### src/rtl/spx_pkg.sv
package spx_pkg;
   localparam int SPX_COORD_W_DEF    = 9;
   localparam int SPX_VAL_W_DEF      = 14;
   localparam int SPX_FIFO_DEPTH_DEF = 16;

   // width of one packed hit word: column, row, value
   function automatic int spx_word_w(input int coord_w, input int val_w);
      return 2 * coord_w + val_w;
   endfunction

   // counters must reach the full pixel count of the matrix
   function automatic int spx_cnt_w(input int coord_w);
      return 2 * coord_w + 1;
   endfunction
endpackage

### src/rtl/spx_raster.sv
module spx_raster #(
   parameter int COORD_W = 9
) (
   input  logic               clk,
   input  logic               rst_n,
   input  logic               adv_i,
   input  logic               sof_i,
   output logic [COORD_W-1:0] x_o,
   output logic [COORD_W-1:0] y_o,
   output logic               last_o
);
   localparam logic [COORD_W-1:0] MAX_C = '1;

   logic [COORD_W-1:0] x_q, y_q;

   // a start-of-frame pixel is always at the origin
   assign x_o    = sof_i ? '0 : x_q;
   assign y_o    = sof_i ? '0 : y_q;
   assign last_o = (x_o == MAX_C) && (y_o == MAX_C);

   always_ff @(posedge clk or negedge rst_n) begin
      if (!rst_n) begin
         x_q <= '0;
         y_q <= '0;
      end else if (adv_i) begin
         if (x_o == MAX_C) begin
            x_q <= '0;
            y_q <= y_o + 1'b1;
         end else begin
            x_q <= x_o + 1'b1;
            y_q <= y_o;
         end
      end
   end
endmodule

### src/rtl/spx_gate.sv
module spx_gate #(
   parameter int COORD_W = 9,
   parameter int VAL_W   = 14,
   localparam int WORD_W = 2 * COORD_W + VAL_W
) (
   input  logic               clk,
   input  logic               rst_n,
   input  logic               valid_i,
   input  logic               sof_i,
   input  logic [VAL_W-1:0]   value_i,
   input  logic [VAL_W-1:0]   thresh_i,
   input  logic [COORD_W-1:0] x_i,
   input  logic [COORD_W-1:0] y_i,
   output logic               hit_o,
   output logic [WORD_W-1:0]  word_o
);
   logic [VAL_W-1:0] thr_q;
   logic [VAL_W-1:0] thr_eff;

   // the frame's first pixel already sees the newly captured threshold
   assign thr_eff = sof_i ? thresh_i : thr_q;
   assign hit_o   = valid_i && (value_i > thr_eff);
   assign word_o  = {x_i, y_i, value_i};

   always_ff @(posedge clk or negedge rst_n) begin
      if (!rst_n)                thr_q <= '1;
      else if (valid_i && sof_i) thr_q <= thresh_i;
   end
endmodule

### src/rtl/spx_fifo.sv
module spx_fifo #(
   parameter int WIDTH = 32,
   parameter int DEPTH = 16
) (
   input  logic             clk,
   input  logic             rst_n,
   input  logic             push_i,
   input  logic [WIDTH-1:0] din_i,
   input  logic             pop_i,
   output logic [WIDTH-1:0] dout_o,
   output logic             full_o,
   output logic             empty_o
);
   localparam int AW       = (DEPTH > 1) ? $clog2(DEPTH) : 1;
   localparam int CW       = $clog2(DEPTH + 1);
   localparam bit IS_POW2  = (DEPTH == (1 << AW));

   initial assert (DEPTH >= 1 && WIDTH >= 1)
      else $error("spx_fifo: DEPTH and WIDTH must be positive");

   logic [WIDTH-1:0] mem [DEPTH];
   logic [AW-1:0]    wr_p, rd_p, wr_nx, rd_nx;
   logic [CW-1:0]    cnt;
   logic             push_ok, pop_ok;

   generate
      if (IS_POW2) begin : g_wrap_free
         assign wr_nx = wr_p + 1'b1;
         assign rd_nx = rd_p + 1'b1;
      end else begin : g_wrap_cmp
         assign wr_nx = (wr_p == AW'(DEPTH - 1)) ? '0 : wr_p + 1'b1;
         assign rd_nx = (rd_p == AW'(DEPTH - 1)) ? '0 : rd_p + 1'b1;
      end
   endgenerate

   assign full_o  = (cnt == CW'(DEPTH));
   assign empty_o = (cnt == '0);
   assign push_ok = push_i && !full_o;
   assign pop_ok  = pop_i && !empty_o;
   assign dout_o  = mem[rd_p];

   always_ff @(posedge clk) begin
      if (push_ok) mem[wr_p] <= din_i;
   end

   always_ff @(posedge clk or negedge rst_n) begin
      if (!rst_n) begin
         wr_p <= '0;
         rd_p <= '0;
         cnt  <= '0;
      end else begin
         if (push_ok) wr_p <= wr_nx;
         if (pop_ok)  rd_p <= rd_nx;
         case ({push_ok, pop_ok})
            2'b10:   cnt <= cnt + 1'b1;
            2'b01:   cnt <= cnt - 1'b1;
            default: cnt <= cnt;
         endcase
      end
   end
endmodule

### src/rtl/spx_frame_stats.sv
module spx_frame_stats #(
   parameter int CNT_W = 19
) (
   input  logic             clk,
   input  logic             rst_n,
   input  logic             valid_i,
   input  logic             sof_i,
   input  logic             last_i,
   input  logic             hit_i,
   input  logic             ovf_i,
   output logic             done_o,
   output logic [CNT_W-1:0] kept_o,
   output logic [CNT_W-1:0] below_o,
   output logic [CNT_W-1:0] ovf_cnt_o,
   output logic             flag_o
);
   logic [CNT_W-1:0] kept_r, below_r, ovf_r;
   logic [CNT_W-1:0] kept_n, below_n, ovf_n;

   // start-of-frame discards whatever a broken frame had accumulated
   assign kept_n  = (sof_i ? '0 : kept_r)  + CNT_W'(hit_i);
   assign below_n = (sof_i ? '0 : below_r) + CNT_W'(!hit_i);
   assign ovf_n   = (sof_i ? '0 : ovf_r)   + CNT_W'(ovf_i);

   always_ff @(posedge clk or negedge rst_n) begin
      if (!rst_n) begin
         kept_r    <= '0;
         below_r   <= '0;
         ovf_r     <= '0;
         kept_o    <= '0;
         below_o   <= '0;
         ovf_cnt_o <= '0;
         done_o    <= 1'b0;
         flag_o    <= 1'b0;
      end else begin
         done_o <= valid_i && last_i;
         if (valid_i) begin
            flag_o <= (sof_i ? 1'b0 : flag_o) | ovf_i;
            if (last_i) begin
               kept_o    <= kept_n;
               below_o   <= below_n;
               ovf_cnt_o <= ovf_n;
               kept_r    <= '0;
               below_r   <= '0;
               ovf_r     <= '0;
            end else begin
               kept_r    <= kept_n;
               below_r   <= below_n;
               ovf_r     <= ovf_n;
            end
         end
      end
   end
endmodule

### src/rtl/pix_sparsifier.sv
module pix_sparsifier #(
   parameter int COORD_W    = spx_pkg::SPX_COORD_W_DEF,
   parameter int VAL_W      = spx_pkg::SPX_VAL_W_DEF,
   parameter int FIFO_DEPTH = spx_pkg::SPX_FIFO_DEPTH_DEF
) (
   input  logic                         clk,
   input  logic                         rst_n,
   input  logic                         sof_i,
   input  logic                         pix_valid_i,
   input  logic [VAL_W-1:0]             pix_value_i,
   output logic                         pix_ready_o,
   input  logic [VAL_W-1:0]             thresh_i,
   output logic                         hit_valid_o,
   input  logic                         hit_ready_i,
   output logic [2*COORD_W+VAL_W-1:0]   hit_data_o,
   output logic                         frame_done_o,
   output logic [2*COORD_W:0]           kept_cnt_o,
   output logic [2*COORD_W:0]           below_cnt_o,
   output logic [2*COORD_W:0]           ovf_cnt_o,
   output logic                         ovf_flag_o
);
   localparam int WORD_W = spx_pkg::spx_word_w(COORD_W, VAL_W);
   localparam int CNT_W  = spx_pkg::spx_cnt_w(COORD_W);

   initial assert (COORD_W >= 1 && VAL_W >= 1 && FIFO_DEPTH >= 1)
      else $error("pix_sparsifier: parameters must be positive");

   logic               sof_v;
   logic [COORD_W-1:0] cx, cy;
   logic               last_px;
   logic               hit;
   logic [WORD_W-1:0]  word;
   logic               fifo_full, fifo_empty;
   logic               ovf_evt;

   assign pix_ready_o = 1'b1;
   assign sof_v       = pix_valid_i && sof_i;

   spx_raster #(.COORD_W(COORD_W)) u_raster (
      .clk    (clk),
      .rst_n  (rst_n),
      .adv_i  (pix_valid_i),
      .sof_i  (sof_v),
      .x_o    (cx),
      .y_o    (cy),
      .last_o (last_px)
   );

   spx_gate #(.COORD_W(COORD_W), .VAL_W(VAL_W)) u_gate (
      .clk      (clk),
      .rst_n    (rst_n),
      .valid_i  (pix_valid_i),
      .sof_i    (sof_v),
      .value_i  (pix_value_i),
      .thresh_i (thresh_i),
      .x_i      (cx),
      .y_i      (cy),
      .hit_o    (hit),
      .word_o   (word)
   );

   // full is judged before any same-edge pop: a hit meeting a full FIFO is lost
   assign ovf_evt = hit && fifo_full;

   spx_fifo #(.WIDTH(WORD_W), .DEPTH(FIFO_DEPTH)) u_fifo (
      .clk     (clk),
      .rst_n   (rst_n),
      .push_i  (hit),
      .din_i   (word),
      .pop_i   (hit_ready_i),
      .dout_o  (hit_data_o),
      .full_o  (fifo_full),
      .empty_o (fifo_empty)
   );

   assign hit_valid_o = !fifo_empty;

   spx_frame_stats #(.CNT_W(CNT_W)) u_stats (
      .clk       (clk),
      .rst_n     (rst_n),
      .valid_i   (pix_valid_i),
      .sof_i     (sof_v),
      .last_i    (last_px),
      .hit_i     (hit),
      .ovf_i     (ovf_evt),
      .done_o    (frame_done_o),
      .kept_o    (kept_cnt_o),
      .below_o   (below_cnt_o),
      .ovf_cnt_o (ovf_cnt_o),
      .flag_o    (ovf_flag_o)
   );
endmodule

### config.mk
export PLATFORM = sky130hd
export DESIGN_NAME = pix_sparsifier
export DESIGN_NICKNAME = d
export VERILOG_FILES = /design/src/rtl/spx_pkg.sv /design/src/rtl/spx_raster.sv /design/src/rtl/spx_gate.sv /design/src/rtl/spx_fifo.sv /design/src/rtl/spx_frame_stats.sv /design/src/rtl/pix_sparsifier.sv
export SDC_FILE = /design/constraint.sdc
export NUM_CORES = 1
export LEC_CHECK = 0
export BUFFER_PORTS_ARGS = -buffer_cell sky130_fd_sc_hd__buf_2
export CORE_ASPECT_RATIO = 1.25
export CORE_UTILIZATION = 45
export CTS_CLUSTER_DIAMETER = 40
export DETAILED_ROUTE_END_ITERATION = 16
export PLACE_DENSITY = 0.59
export SETUP_SLACK_MARGIN = 0.3
export SYNTH_ARGS = -nofsm -noshare
export SYNTH_HDL_FRONTEND = slang
export SYNTH_SLANG_ARGS = --single-unit
### constraint.sdc
create_clock -name clk -period 5.4 [get_ports clk]
set_input_delay 1.35 -clock clk [delete_from_list [all_inputs] [get_ports clk]]
set_output_delay 1.35 -clock clk [all_outputs]
set_load 0.01 [all_outputs]
==> results of run 1 <==
-- logic make-up (layout without fill, tap and decap cells) --
| group | after synthesis | after routing |
|---|---|---|
| AO/OA/AOI/OAI | 236 | 236 |
| flip-flops | 673 | 673 |
| AND/OR/NAND/NOR | 349 | 349 |
| multiplexers | 167 | 167 |
| XOR/XNOR | 62 | 62 |
| other | 1 | 2 |
| adder cells (fa/ha/maj) | 34 | 34 |
| buffers and inverters | 130 | 394 |
-- routing by layer --
| metal | part of all wire (%) | track usage, % | vias up |
|---|---|---|---|
| li1 | - | - | 6843 |
| met1 | 42 | 28.5 | 8115 |
| met2 | 51 | 37.2 | 438 |
| met3 | 5.0 | 3.54 | 104 |
| met4 | 2.2 | 6.89 | 2 |
| met5 | 0.015 | 0 | - |
-- cell usage after synthesis (7+ instances only) --
cell type	n
mux4_2	160
o21ai_1	8
and2_1	29
clkbuf_1	57
buf_1	10
nor2_1	24
nand4_1	9
a21oi_1	38
o21ai_0	83
dfstp_2	14
xor2_1	32
o31ai_1	10
xnor2_1	30
dfrtp_1	147
and4_1	10
a31oi_1	9
o22ai_1	7
ha_1	33
nand2_1	175
a22o_1	34
and3_1	32
inv_1	36
buf_2	22
nand3_1	28
a21o_1	10
edfxtp_1	512
-- placed cells by master, fill, tap and decap left out, drive strengths merged, types with 11 or more instances in the layout --
| master | n |
|---|---|
| nor2 | 26 |
| a21oi | 39 |
| nand2 | 175 |
| xnor2 | 30 |
| bufinv | 11 |
| edfxtp | 512 |
| ha | 33 |
| and2 | 33 |
| inv | 58 |
| xor2 | 32 |
| dfrtp | 147 |
| clkbuf | 91 |
| dfstp | 14 |
| and3 | 34 |
| mux4 | 160 |
| clkinv | 26 |
| o21ai | 91 |
| nand4 | 12 |
| a22o | 34 |
| buf | 201 |
| nand3 | 29 |
-- state kept, by name, summed over array words and instances, names as in the netlist --
name / cells
u_fifo.cnt: 5
u_fifo.mem: 512
u_fifo.rd_p: 4
u_fifo.wr_p: 4
u_gate.thr_q: 14
u_raster.x_q: 9
u_raster.y_q: 9
u_stats.below_o: 19
u_stats.below_r: 19
u_stats.done_o: 1
u_stats.flag_o: 1
u_stats.kept_o: 19
u_stats.kept_r: 19
u_stats.ovf_cnt_o: 19
u_stats.ovf_r: 19
-- power groups by stage --
stage / combinational (W) / sequential [W] / clock, W
floorplan: 0.00234 / 0.00605 / 0
global placement: 0.00321 / 0.00634 / 0
detailed placement: 0.00324 / 0.00635 / 0
CTS: 0.00324 / 0.00625 / 0.00591
global route: 0.00340 / 0.00629 / 0.00612
finish: 0.00315 / 0.00624 / 0.00579
-- through the flow --
step | total power, W | hold slack [ns] | setup slack (ns) | utilization (%) | instance area [sq um]
floorplan | 0.00839 | 0.446 | 0.312 | - | 28000
global placement | 0.00956 | 0.454 | 0.184 | 49.1 | 30000
detailed placement | 0.00959 | 0.458 | 0.104 | 49.1 | 30000
CTS | 0.0154 | 0.469 | 0.703 | 53.9 | 32900
global route | 0.0158 | 0.478 | 0.440 | 53.9 | 32900
finish | 0.0152 | 0.470 | 0.728 | 53.9 | 32900
-- worst reg2reg max path, delay by kind of cell (launching register included) --
kind            cells  cell delay, ns
simple gates        8            1.60
compound gates      4            0.67
buf+inv             2            0.25
fa+ha+maj           3            0.80
flops               1            0.51
-- layout make-up --
cell class,count,share of cell area (%)
flip-flops and latches,673,59.0
multi-input cells,849,24.5
clock buffers,91,6.60
repair buffers,201,4.04
well taps,824,3.13
clock inverters,65,2.26
inverters,37,0.422
diodes,1,0.00760
-- worst paths after layout --
check                      cells past startpoint             endpoint  slack [ns]
min reg2reg                                    2      u_gate.thr_q[9]        0.47
min                                            2      u_gate.thr_q[9]        0.47
min in group asynchronous                      1  u_stats.below_o[14]        0.79
max reg2reg                                   17     u_stats.ovf_r[8]        1.44
max in group asynchronous                      2        u_fifo.cnt[1]        3.68
max                                           19     u_stats.ovf_r[8]        0.73
==> Implementation_results.wiki, run 1 <==
{| class="wikitable"
! Metric !! Value
|-
| Max-cap violation count || 0
|-
| Top FF cell, synth || edfxtp_1
|-
| Final period demand of the worst path || 4.67 ns
|-
| Async SR Flop Fraction || 23.9%
|-
| Number of cells produced by synthesis || 1652
|-
| Crit path cell chain || buf_2 -> nand2_2 -> nand2_1 -> nand2_1 -> inv_1 -> ha_1 -> nand3_1 -> or3_4 -> a31oi_4 -> o221ai_4 -> buf_4 -> nor2b_1 -> ha_1 -> ha_1 -> nand3_2 -> or2_2 -> nor3_2 -> o21ai_0 -> a22o_1
|-
| Initial Utilization || 45.8%
|-
| Number of port buffers || 124
|-
| Synthesized area per cell || 16.9 sq um
|-
| # setup viols final || 0
|-
| Core area || 61000 sq um
|-
| First-iteration detailed-routing DRC count || 1142
|-
| Iteration count of the initial detailed-routing pass || 4
|-
| Unique masters post-synth || 70
|-
| Count of flip-flops with a built-in enable after synthesis || 512
|-
| Sequential Power Share || 41.1%
|-
| Global placement routability congestion || 0.817
|-
| Multi-input gate area || 8060 sq um
|-
| Number of buffers between clock root and the deepest sink || 3
|-
| Slew @ Worst Pin || 0.917 ns
|-
| Fraction of the mapped netlist area in simple logic gates || 6.47%
|-
| Detailed Route WL || 66.8 mm
|-
| Largest area contributor in the netlist || edfxtp_1
|-
| Layout area overhead || 17.7%
|-
| Overall via count from detail_route || 15500
|-
| Number of nets with antenna violations after detailed routing || 0
|-
| Maximum level of the CTS H-tree || 3
|-
| Wire length of the first global-routing pass || 101 mm
|-
| Switching power as a share of total power || 27.5%
|-
| Count of pins over their slew limit || 0
|-
| Net count of the mapped netlist || 1719
|-
| Post-route clock period utilization || 86.5%
|-
| Portion of synthesized cell area occupied by the leading cell type || 55.0%
|-
| Cell family with most CP delay || simple AND/OR/NAND/NOR gates
|-
| CTS tree || yes
|-
| Unrepaired setup endpoints after global routing || no
|-
| Area taken by flip-flops and latches || 19400 sq um
|-
| Setup Crit Path Kind || in2reg
|-
| Routed vias/inst || 5.66
|-
| Bufs and invs on worst path || 3
|-
| Part of the Yosys area used for sequential elements || 69.4%
|-
| Xor/xnor share of the synthesized area || 1.94%
|-
| IO Pins || 126
|-
| Number of buffers inserted for hold repair after clock tree synthesis || 0
|-
| Outcome || completed
|-
| Total half-perimeter wirelength after legalization and detailed placement || 40.0 mm
|-
| Worst min-delay path category || reg2reg
|-
| Internal power summed over all cells || 0.0110 W
|-
| Adder and majority gate portion of the synthesized area || 1.55%
|-
| Most Frequent Cell on Critical Path || ha_1
|-
| Crit. End Element || flip-flop
|-
| Number of buffers added by the clock tree synthesis step || 85
|-
| Total of flip-flops plus latches after synthesis || 673
|-
| Post-synthesis instance area || 28000 sq um
|-
| Standard-cell row count || 101
|-
| Routed WL per cell || 24.4 microns
|-
| Data arrival at the endpoint of the critical path || 5.17 ns
|-
| Die Span Y || 281 microns
|-
| Main combinational cell family by area after synthesis || multiplexers
|-
| Clock-pin slew of the registers on the worst-case setup and hold paths || 0.06 ns
|-
| Synth warnings || 0
|-
| Crit path launch type || input pin
|-
| Clock network fraction of total power || 38.2%
|-
| Number of antenna violations at the first check in global routing || 1
|-
| Postcts setup bufs || 0
|-
| P per Cell Area || 461 nW/um^2
|-
| Count of final hold-check violations || 0
|-
| Area fraction in compound gates after synthesis || 5.49%
|-
| Cts repair resizes || 0
|-
| Net switching power || 0.00417 W
|-
| Worst Path Required || 5.90 ns
|-
| Biggest area contributors in the synthesized netlist || edfxtp_1 55%, dfrtp_1 13%, mux4_2 13%
|-
| Total DRC errors in the routed layout || 0
|-
| Layout Nets || 1914
|-
| Die width || 225 microns
|-
| Largest net degree at the start of global routing || 91
|-
| Count of placed standard cells including taps || 2584
|-
| Worst clock skew on the final layout || 0.0246 ns
|-
| Fraction of power consumed by combinational cells || 20.7%
|-
| Number of filler instances in the final layout || 4848
|-
| Crit Reg-Reg Startpoint || u_gate.thr_q[13]
|-
| CP max FO || 15
|-
| Share of final-layout standard cells stronger than drive strength 1 || 30.0%
|-
| All-Layer GR Usage || 21.8%
|-
| Startpoint of the worst setup timing path || sof_i
|-
| Die ar. || 63100 sq um
|-
| Total negative slack for setup checks || 0 ns
|-
| Static Leakage || 12.3 nW
|-
| Critical Path Max Stage Delay || 0.43 ns
|-
| Hold wc startpoint || u_gate.thr_q[9]
|-
| Vias in the first global route || 16100
|-
| Worst voltage drop across the vdd grid || 241 uV
|-
| Slowest library cell on the worst path || or3_4
|-
| Max-Slew Margin vs Limit || 38.8%
|-
| Remaining global-route overflow || 0
|-
| Clock sink total || 673
|-
| Worst skew pair latency || 0.63 ns
|-
| Final Non-Filler Cells || 2741
|-
| Mux cell area share after synthesis || 13.2%
|-
| Root Buffer || clkbuf_16
|-
| Highest Clock Rate || 0.214 GHz
|}
(Power assumes the default switching activity.)
==> run 2: changes to the inputs <==
BUFFER_PORTS_ARGS = -buffer_cell sky130_fd_sc_hd__buf_4   (was -buffer_cell sky130_fd_sc_hd__buf_2)
CELL_PAD_IN_SITES_DETAIL_PLACEMENT = 1   (was default)
CELL_PAD_IN_SITES_GLOBAL_PLACEMENT = 1   (was default)
PLACE_DENSITY = 0.67   (was 0.59)
==> Implementation_results.wiki, run 2 (synthesized netlist as in run 1, its figures left out) <==
{| class="wikitable"
! Metric !! Value
|-
| Outcome || completed
|-
| Iteration count of the initial detailed-routing pass || 5 (+1)
|-
| Root Buffer || clkbuf_16
|-
| Setup Crit Path Kind || in2reg
|-
| CTS tree || yes
|-
| Design area || 33300 sq um (+1.1%)
|-
| Global placement routability congestion || 0.788 (-3.6%)
|-
| Static Leakage || 12.3 nW (+0.29%)
|-
| Standard-cell row count || 101 (unchanged)
|-
| Bufs and invs on worst path || 2 (-1)
|-
| Routed WL per cell || 25.9 microns (+6.2%)
|-
| Postcts setup bufs || 0 (unchanged)
|-
| Total negative slack for setup checks || 0 ns (unchanged)
|-
| Number of buffers between clock root and the deepest sink || 3 (unchanged)
|-
| Max-cap violation count || 0 (unchanged)
|-
| Die Span Y || 281 microns (unchanged)
|-
| Commonest cells after routing, fill and taps aside || 512 x edfxtp_1, 184 x buf_4, 173 x nand2_1
|-
| Unrepaired setup endpoints after global routing || no
|-
| Count of pins over their slew limit || 0 (unchanged)
|-
| Die ar. || 63100 sq um (unchanged)
|-
| Crit path cell chain || buf_4 -> and2_4 -> nand2_1 -> nand2_1 -> inv_1 -> ha_1 -> a211oi_1 -> o21ai_0 -> a221o_1 -> o221ai_4 -> ha_1 -> ha_1 -> nand2_1 -> nor4_4 -> and4_1 -> nand3_1 -> xnor2_1 -> o21ai_0
|-
| Layout area overhead || 18.9%
|-
| Placed instance area || 30400 sq um (+1.3%)
|-
| Cell family with most CP delay || simple AND/OR/NAND/NOR gates
|-
| Vias in the first global route || 17000 (+5.8%)
|-
| Routed vias/inst || 5.69 (+0.62%)
|-
| Count of final hold-check violations || 0 (unchanged)
|-
| Number of antenna violations at the first check in global routing || 0 (-1)
|-
| Worst min-delay path category || reg2reg
|-
| Crit path launch type || input pin
|-
| Largest net degree at the start of global routing || 83 (-8.8%)
|-
| Overall via count from detail_route || 15600 (+0.54%)
|-
| Crit. End Element || flip-flop
|-
| Wire length of the first global-routing pass || 108 mm (+6.2%)
|-
| Clock-pin slew of the registers on the worst-case setup and hold paths || 0.06 ns (about the same)
|-
| Core area || 61000 sq um (unchanged)
|-
| Worst skew pair latency || 0.63 ns (about the same)
|-
| Count of placed standard cells including taps || 2585 (+0.039%)
|-
| Slowest library cell on the worst path || and4_1
|-
| Fraction of the core area covered by cells at the end of the flow || 54.5% (+0.57 points)
|-
| Flip-flop count of the largest register after layout || 512 (unchanged)
|-
| Number of antenna diodes || 0 (-1)
|-
| Max-Slew Margin vs Limit || 45.6% (+6.8 points)
|-
| Die width || 225 microns (unchanged)
|-
| Worst clock skew on the final layout || 0.0268 ns (+0.00218 ns)
|-
| Critical Path Max Stage Delay || 0.40 ns (-0.03 ns)
|-
| All-Layer GR Usage || 23.2% (+1.4 points)
|-
| Number of buffers inserted for hold repair after clock tree synthesis || 0 (unchanged)
|-
| Layout Nets || 1912 (-0.10%)
|-
| Share of final-layout standard cells stronger than drive strength 1 || 30.0% (-0.037 points)
|-
| Number of buffers added by the clock tree synthesis step || 82 (-3.5%)
|-
| Worst voltage drop across the vdd grid || 248 uV (+2.8%)
|-
| Total half-perimeter wirelength after legalization and detailed placement || 44.0 mm (+9.9%)
|-
| Final Non-Filler Cells || 2739 (-0.073%)
|-
| Detailed Route WL || 70.9 mm (+6.1%)
|-
| IO Pins || 126 (unchanged)
|-
| Remaining global-route overflow || 0 (unchanged)
|-
| Clock sink total || 673 (unchanged)
|-
| Highest Clock Rate || 0.210 GHz (-1.8%)
|-
| Number of nets with antenna violations after detailed routing || 0 (unchanged)
|-
| Maximum level of the CTS H-tree || 3 (unchanged)
|-
| Data arrival at the endpoint of the critical path || 5.23 ns (+0.06 ns)
|-
| Total DRC errors in the routed layout || 0 (unchanged)
|-
| CP max FO || 15 (unchanged)
|-
| # setup viols final || 0 (unchanged)
|-
| Slew @ Worst Pin || 0.816 ns (-0.102 ns)
|-
| P per Cell Area || 458 nW/um^2 (-0.79%)
|-
| Final period demand of the worst path || 4.76 ns (+0.0862 ns)
|-
| Register containing the most flip-flops in the final layout || u_fifo.mem
|-
| Cts repair resizes || 0 (unchanged)
|-
| First-iteration detailed-routing DRC count || 908 (-20%)
|-
| Worst Path Required || 5.87 ns (-0.03 ns)
|-
| Most common cell after layout, fill and taps aside || edfxtp_1
|-
| Number of port buffers || 124 (unchanged)
|-
| Initial Utilization || 45.8% (unchanged)
|-
| Post-route clock period utilization || 88.1% (+1.6 points)
|}
run 2: power breakdown:
part,leakage (nW),switching [W],internal [W]
Sequential,6.99,0.000293,0.00587
Clock,1.38,0.00235,0.00334
Combinational,3.95,0.00162,0.00174
run 2: layout make-up:
class | count | area (sq um)
Fill cell | 5662 | 27800
Sequential cell | 673 | 19400
Multi-Input combinational cell | 849 | 8060
Clock buffer | 97 | 2150
Timing Repair Buffer | 202 | 1730
Tap cell | 824 | 1030
Clock inverter | 57 | 712
Inverter | 37 | 139
run 2: path summary, 6_finish.rpt:
path,from,endpoint,slack (ns),cells after the start
min in group asynchronous,rst_n,u_stats.kept_o[13],0.74,1
hold reg to reg,u_gate.thr_q[12],u_gate.thr_q[12],0.48,2
setup / recovery,sof_i,u_stats.below_o[16],0.64,18
max in group asynchronous,rst_n,u_gate.thr_q[8],3.67,2
setup reg to reg,u_gate.thr_q[9],u_stats.below_o[16],1.33,16
hold / removal,u_gate.thr_q[12],u_gate.thr_q[12],0.48,2
run 2: worst min-delay path, cell delays in order (launching register included):
cell and delay [ns]:
dfstp_2 0.36, nand2_1 0.04, nand2_1 0.06
run 2: metal layers:
| layer | up-vias | track usage [%] | share of wire, % |
|---|---|---|---|
| li1 | 6843 | - | - |
| met1 | 8276 | 29.6 | 41 |
| met2 | 378 | 41.0 | 53 |
| met3 | 89 | 3.45 | 4.2 |
| met4 | 0 | 6.79 | 1.9 |
| met5 | - | 0 | 0 |
run 2: through the flow:
stage	total power, W	hold slack, ns	worst slack (ns)
after floorplan	0.00839	0.446	0.312
after global routing	0.0158	0.491	0.395
after CTS	0.0154	0.476	0.669
after global placement	0.00964	0.456	0.223
final	0.0152	0.478	0.642
after detailed placement	0.00972	0.467	0.0208
==> run 3: changes to the inputs <==
CORE_UTILIZATION = 55   (was 45)
PLACE_DENSITY = 0.8   (was 0.67)
==> Implementation_results.wiki, run 3 (synthesized netlist as in run 1, its figures left out) <==
{| class="wikitable"
! Metric !! Value
|-
| Number of port buffers || 124 (unchanged)
|-
| Cts repair resizes || 0 (unchanged)
|-
| Detailed Route WL || 75.6 mm (+6.6%)
|-
| Clock-pin slew of the registers on the worst-case setup and hold paths || 0.06 ns (about the same)
|-
| Worst clock skew on the final layout || 0.0284 ns (+0.00163 ns)
|-
| Outcome || completed
|-
| Register containing the most flip-flops in the final layout || u_fifo.mem
|-
| Postcts setup bufs || 0 (unchanged)
|-
| Share of final-layout standard cells stronger than drive strength 1 || 28.7% (-1.3 points)
|-
| Core area || 50300 sq um (-18%)
|-
| CTS tree || yes
|-
| Flip-flop count of the largest register after layout || 512 (unchanged)
|-
| Total design power || 0.0152 W (-0.31%)
|-
| Number of antenna violations at the first check in global routing || 0 (unchanged)
|-
| Die width || 204 microns (-9.5%)
|-
| Maximum level of the CTS H-tree || 3 (unchanged)
|-
| Routed vias/inst || 6.39 (+12%)
|-
| Slack of the critical path || 0.439 ns (-0.203 ns)
|-
| Overall via count from detail_route || 16200 (+4.0%)
|-
| Layout area overhead || 17.2%
|-
| Iteration count of the initial detailed-routing pass || 5 (unchanged)
|-
| Static Leakage || 12.1 nW (-1.5%)
|-
| Slew @ Worst Pin || 1.23 ns (+0.417 ns)
|-
| Standard-cell row count || 92 (-8.9%)
|-
| Worst min-delay path category || reg2reg
|-
| Slowest library cell on the worst path || a221o_1
|-
| Global placement routability congestion || 0.795 (+0.89%)
|-
| IO Pins || 126 (unchanged)
|-
| Die Span Y || 254 microns (-9.5%)
|-
| Critical Path Max Stage Delay || 0.41 ns (about the same)
|-
| Data arrival at the endpoint of the critical path || 5.47 ns (+0.24 ns)
|-
| Unrepaired setup endpoints after global routing || no
|-
| Number of nets with antenna violations after detailed routing || 0 (unchanged)
|-
| Crit path launch type || input pin
|-
| Count of pins over their slew limit || 0 (unchanged)
|-
| Commonest cells after routing, fill and taps aside || 512 x edfxtp_1, 173 x nand2_1, 160 x mux4_2
|-
| Initial Utilization || 55.6% (+9.8 points)
|-
| Worst skew pair latency || 0.63 ns (about the same)
|-
| Worst voltage drop across the vdd grid || 318 uV (+28%)
|-
| Layout Nets || 1882 (-1.6%)
|-
| Clock sink total || 673 (unchanged)
|-
| Most common cell after layout, fill and taps aside || edfxtp_1
|-
| P per Cell Area || 463 nW/um^2 (+1.2%)
|-
| Setup Crit Path Kind || in2reg
|-
| Wire length of the first global-routing pass || 112 mm (+4.6%)
|-
| Die ar. || 51800 sq um (-18%)
|-
| Total half-perimeter wirelength after legalization and detailed placement || 41.8 mm (-5.1%)
|-
| Number of buffers inserted for hold repair after clock tree synthesis || 0 (unchanged)
|-
| Final Non-Filler Cells || 2539 (-7.3%)
|-
| Post-route clock period utilization || 91.9% (+3.8 points)
|-
| Total DRC errors in the routed layout || 0 (unchanged)
|-
| Crit. End Element || flip-flop
|-
| Worst slack at placement || -0.187 ns (-0.208 ns)
|-
| Count of placed standard cells including taps || 2391 (-7.5%)
|-
| Worst Path Required || 5.91 ns (+0.04 ns)
|-
| Highest Clock Rate || 0.202 GHz (-4.1%)
|-
| Total negative slack for setup checks || 0 ns (unchanged)
|-
| Max-Slew Margin vs Limit || 17.8% (-28 points)
|-
| Root Buffer || clkbuf_16
|-
| Number of antenna diodes || 0 (unchanged)
|-
| Crit path cell chain || buf_4 -> and2_4 -> nand2_1 -> nand2_1 -> inv_1 -> ha_1 -> a211oi_1 -> o21ai_0 -> a221o_1 -> o221ai_4 -> ha_1 -> ha_1 -> nand2_1 -> nor4_4 -> and3_4 -> nand4_4 -> and4_1 -> a211o_1
|-
| Largest net degree at the start of global routing || 92 (+11%)
|-
| Vias in the first global route || 17700 (+3.7%)
|-
| Remaining global-route overflow || 0 (unchanged)
|-
| CP max FO || 15 (unchanged)
|-
| Max-cap violation count || 0 (unchanged)
|-
| Routed WL per cell || 29.8 microns (+15%)
|-
| Final period demand of the worst path || 4.96 ns (+0.203 ns)
|-
| # setup viols final || 0 (unchanged)
|-
| Count of final hold-check violations || 0 (unchanged)
|-
| Fraction of the core area covered by cells at the end of the flow || 65.2% (+11 points)
|-
| Number of buffers added by the clock tree synthesis step || 80 (-2.4%)
|-
| All-Layer GR Usage || 30.1% (+6.9 points)
|-
| First-iteration detailed-routing DRC count || 1266 (+39%)
|-
| Number of buffers between clock root and the deepest sink || 3 (unchanged)
|}
-- run 3: cell count changes in the layout (fill, tap and decap cells not counted), moves of 2 or more --
| cell | delta |
|---|---|
| buf_12 | +2 |
| buf_4 | -30 |
| clkbuf_1 | -2 |
| clkbuf_8 | -2 |
| clkinv_1 | +5 |
| clkinv_2 | +2 |
| clkinvlp_4 | +2 |
| inv_16 | -2 |
| inv_6 | -6 |
| inv_8 | -3 |
-- run 3: path summary, 6_finish.rpt --
path,endpoint,from,slack (ns),cells past startpoint
min,u_stats.below_o[0],u_stats.below_o[0],0.48,2
max,u_stats.below_o[18],sof_i,0.44,18
min in group asynchronous,u_stats.kept_o[12],rst_n,0.80,1
min reg2reg,u_stats.below_o[0],u_stats.below_o[0],0.48,2
max in group asynchronous,u_stats.ovf_cnt_o[4],rst_n,3.44,2
max reg2reg,u_stats.below_o[18],u_gate.thr_q[9],1.18,16
-- run 3: routing by layer --
layer | share of wire [%] | track usage, %
met5 | 0 | 0
met4 | 3.8 | 13.4
met3 | 5.5 | 4.24
met2 | 54 | 53.3
met1 | 37 | 36.6
-- run 3: metrics by stage --
stage / instance area (sq um) / hold slack [ns]
3_5_place_dp: 30000 / 0.458
5_1_grt: 32800 / 0.505
4_1_cts: 32800 / 0.490
2_1_floorplan: 28000 / 0.446
3_3_place_gp: 30000 / 0.454
6_report: 32800 / 0.481
-- run 3: worst max-delay path, delay by kind of cell --
family,cells,cell delay [ns]
and+or+nand+nor,8,1.52
adders and majority gates,3,0.85
AOI/OAI and AO/OA,5,1.52
buffers and inverters,2,0.19
-- run 3: cell type report --
type | count | area, sq um
Sequential cell | 673 | 19400
Fill cell | 4337 | 17500
Multi-Input combinational cell | 849 | 8070
Clock buffer | 94 | 2140
Timing Repair Buffer | 174 | 1550
Tap cell | 658 | 823
Clock inverter | 54 | 621
Inverter | 37 | 139
-- run 3: report_power, final --
part	total (W)	leakage, nW	internal [W]	switching (W)
combinational	0.00338	3.81	0.00173	0.00164
sequential	0.00618	6.99	0.00587	0.000303
clock	0.00562	1.33	0.00332	0.00229
total	0.0152	12.1	0.0109	0.00424
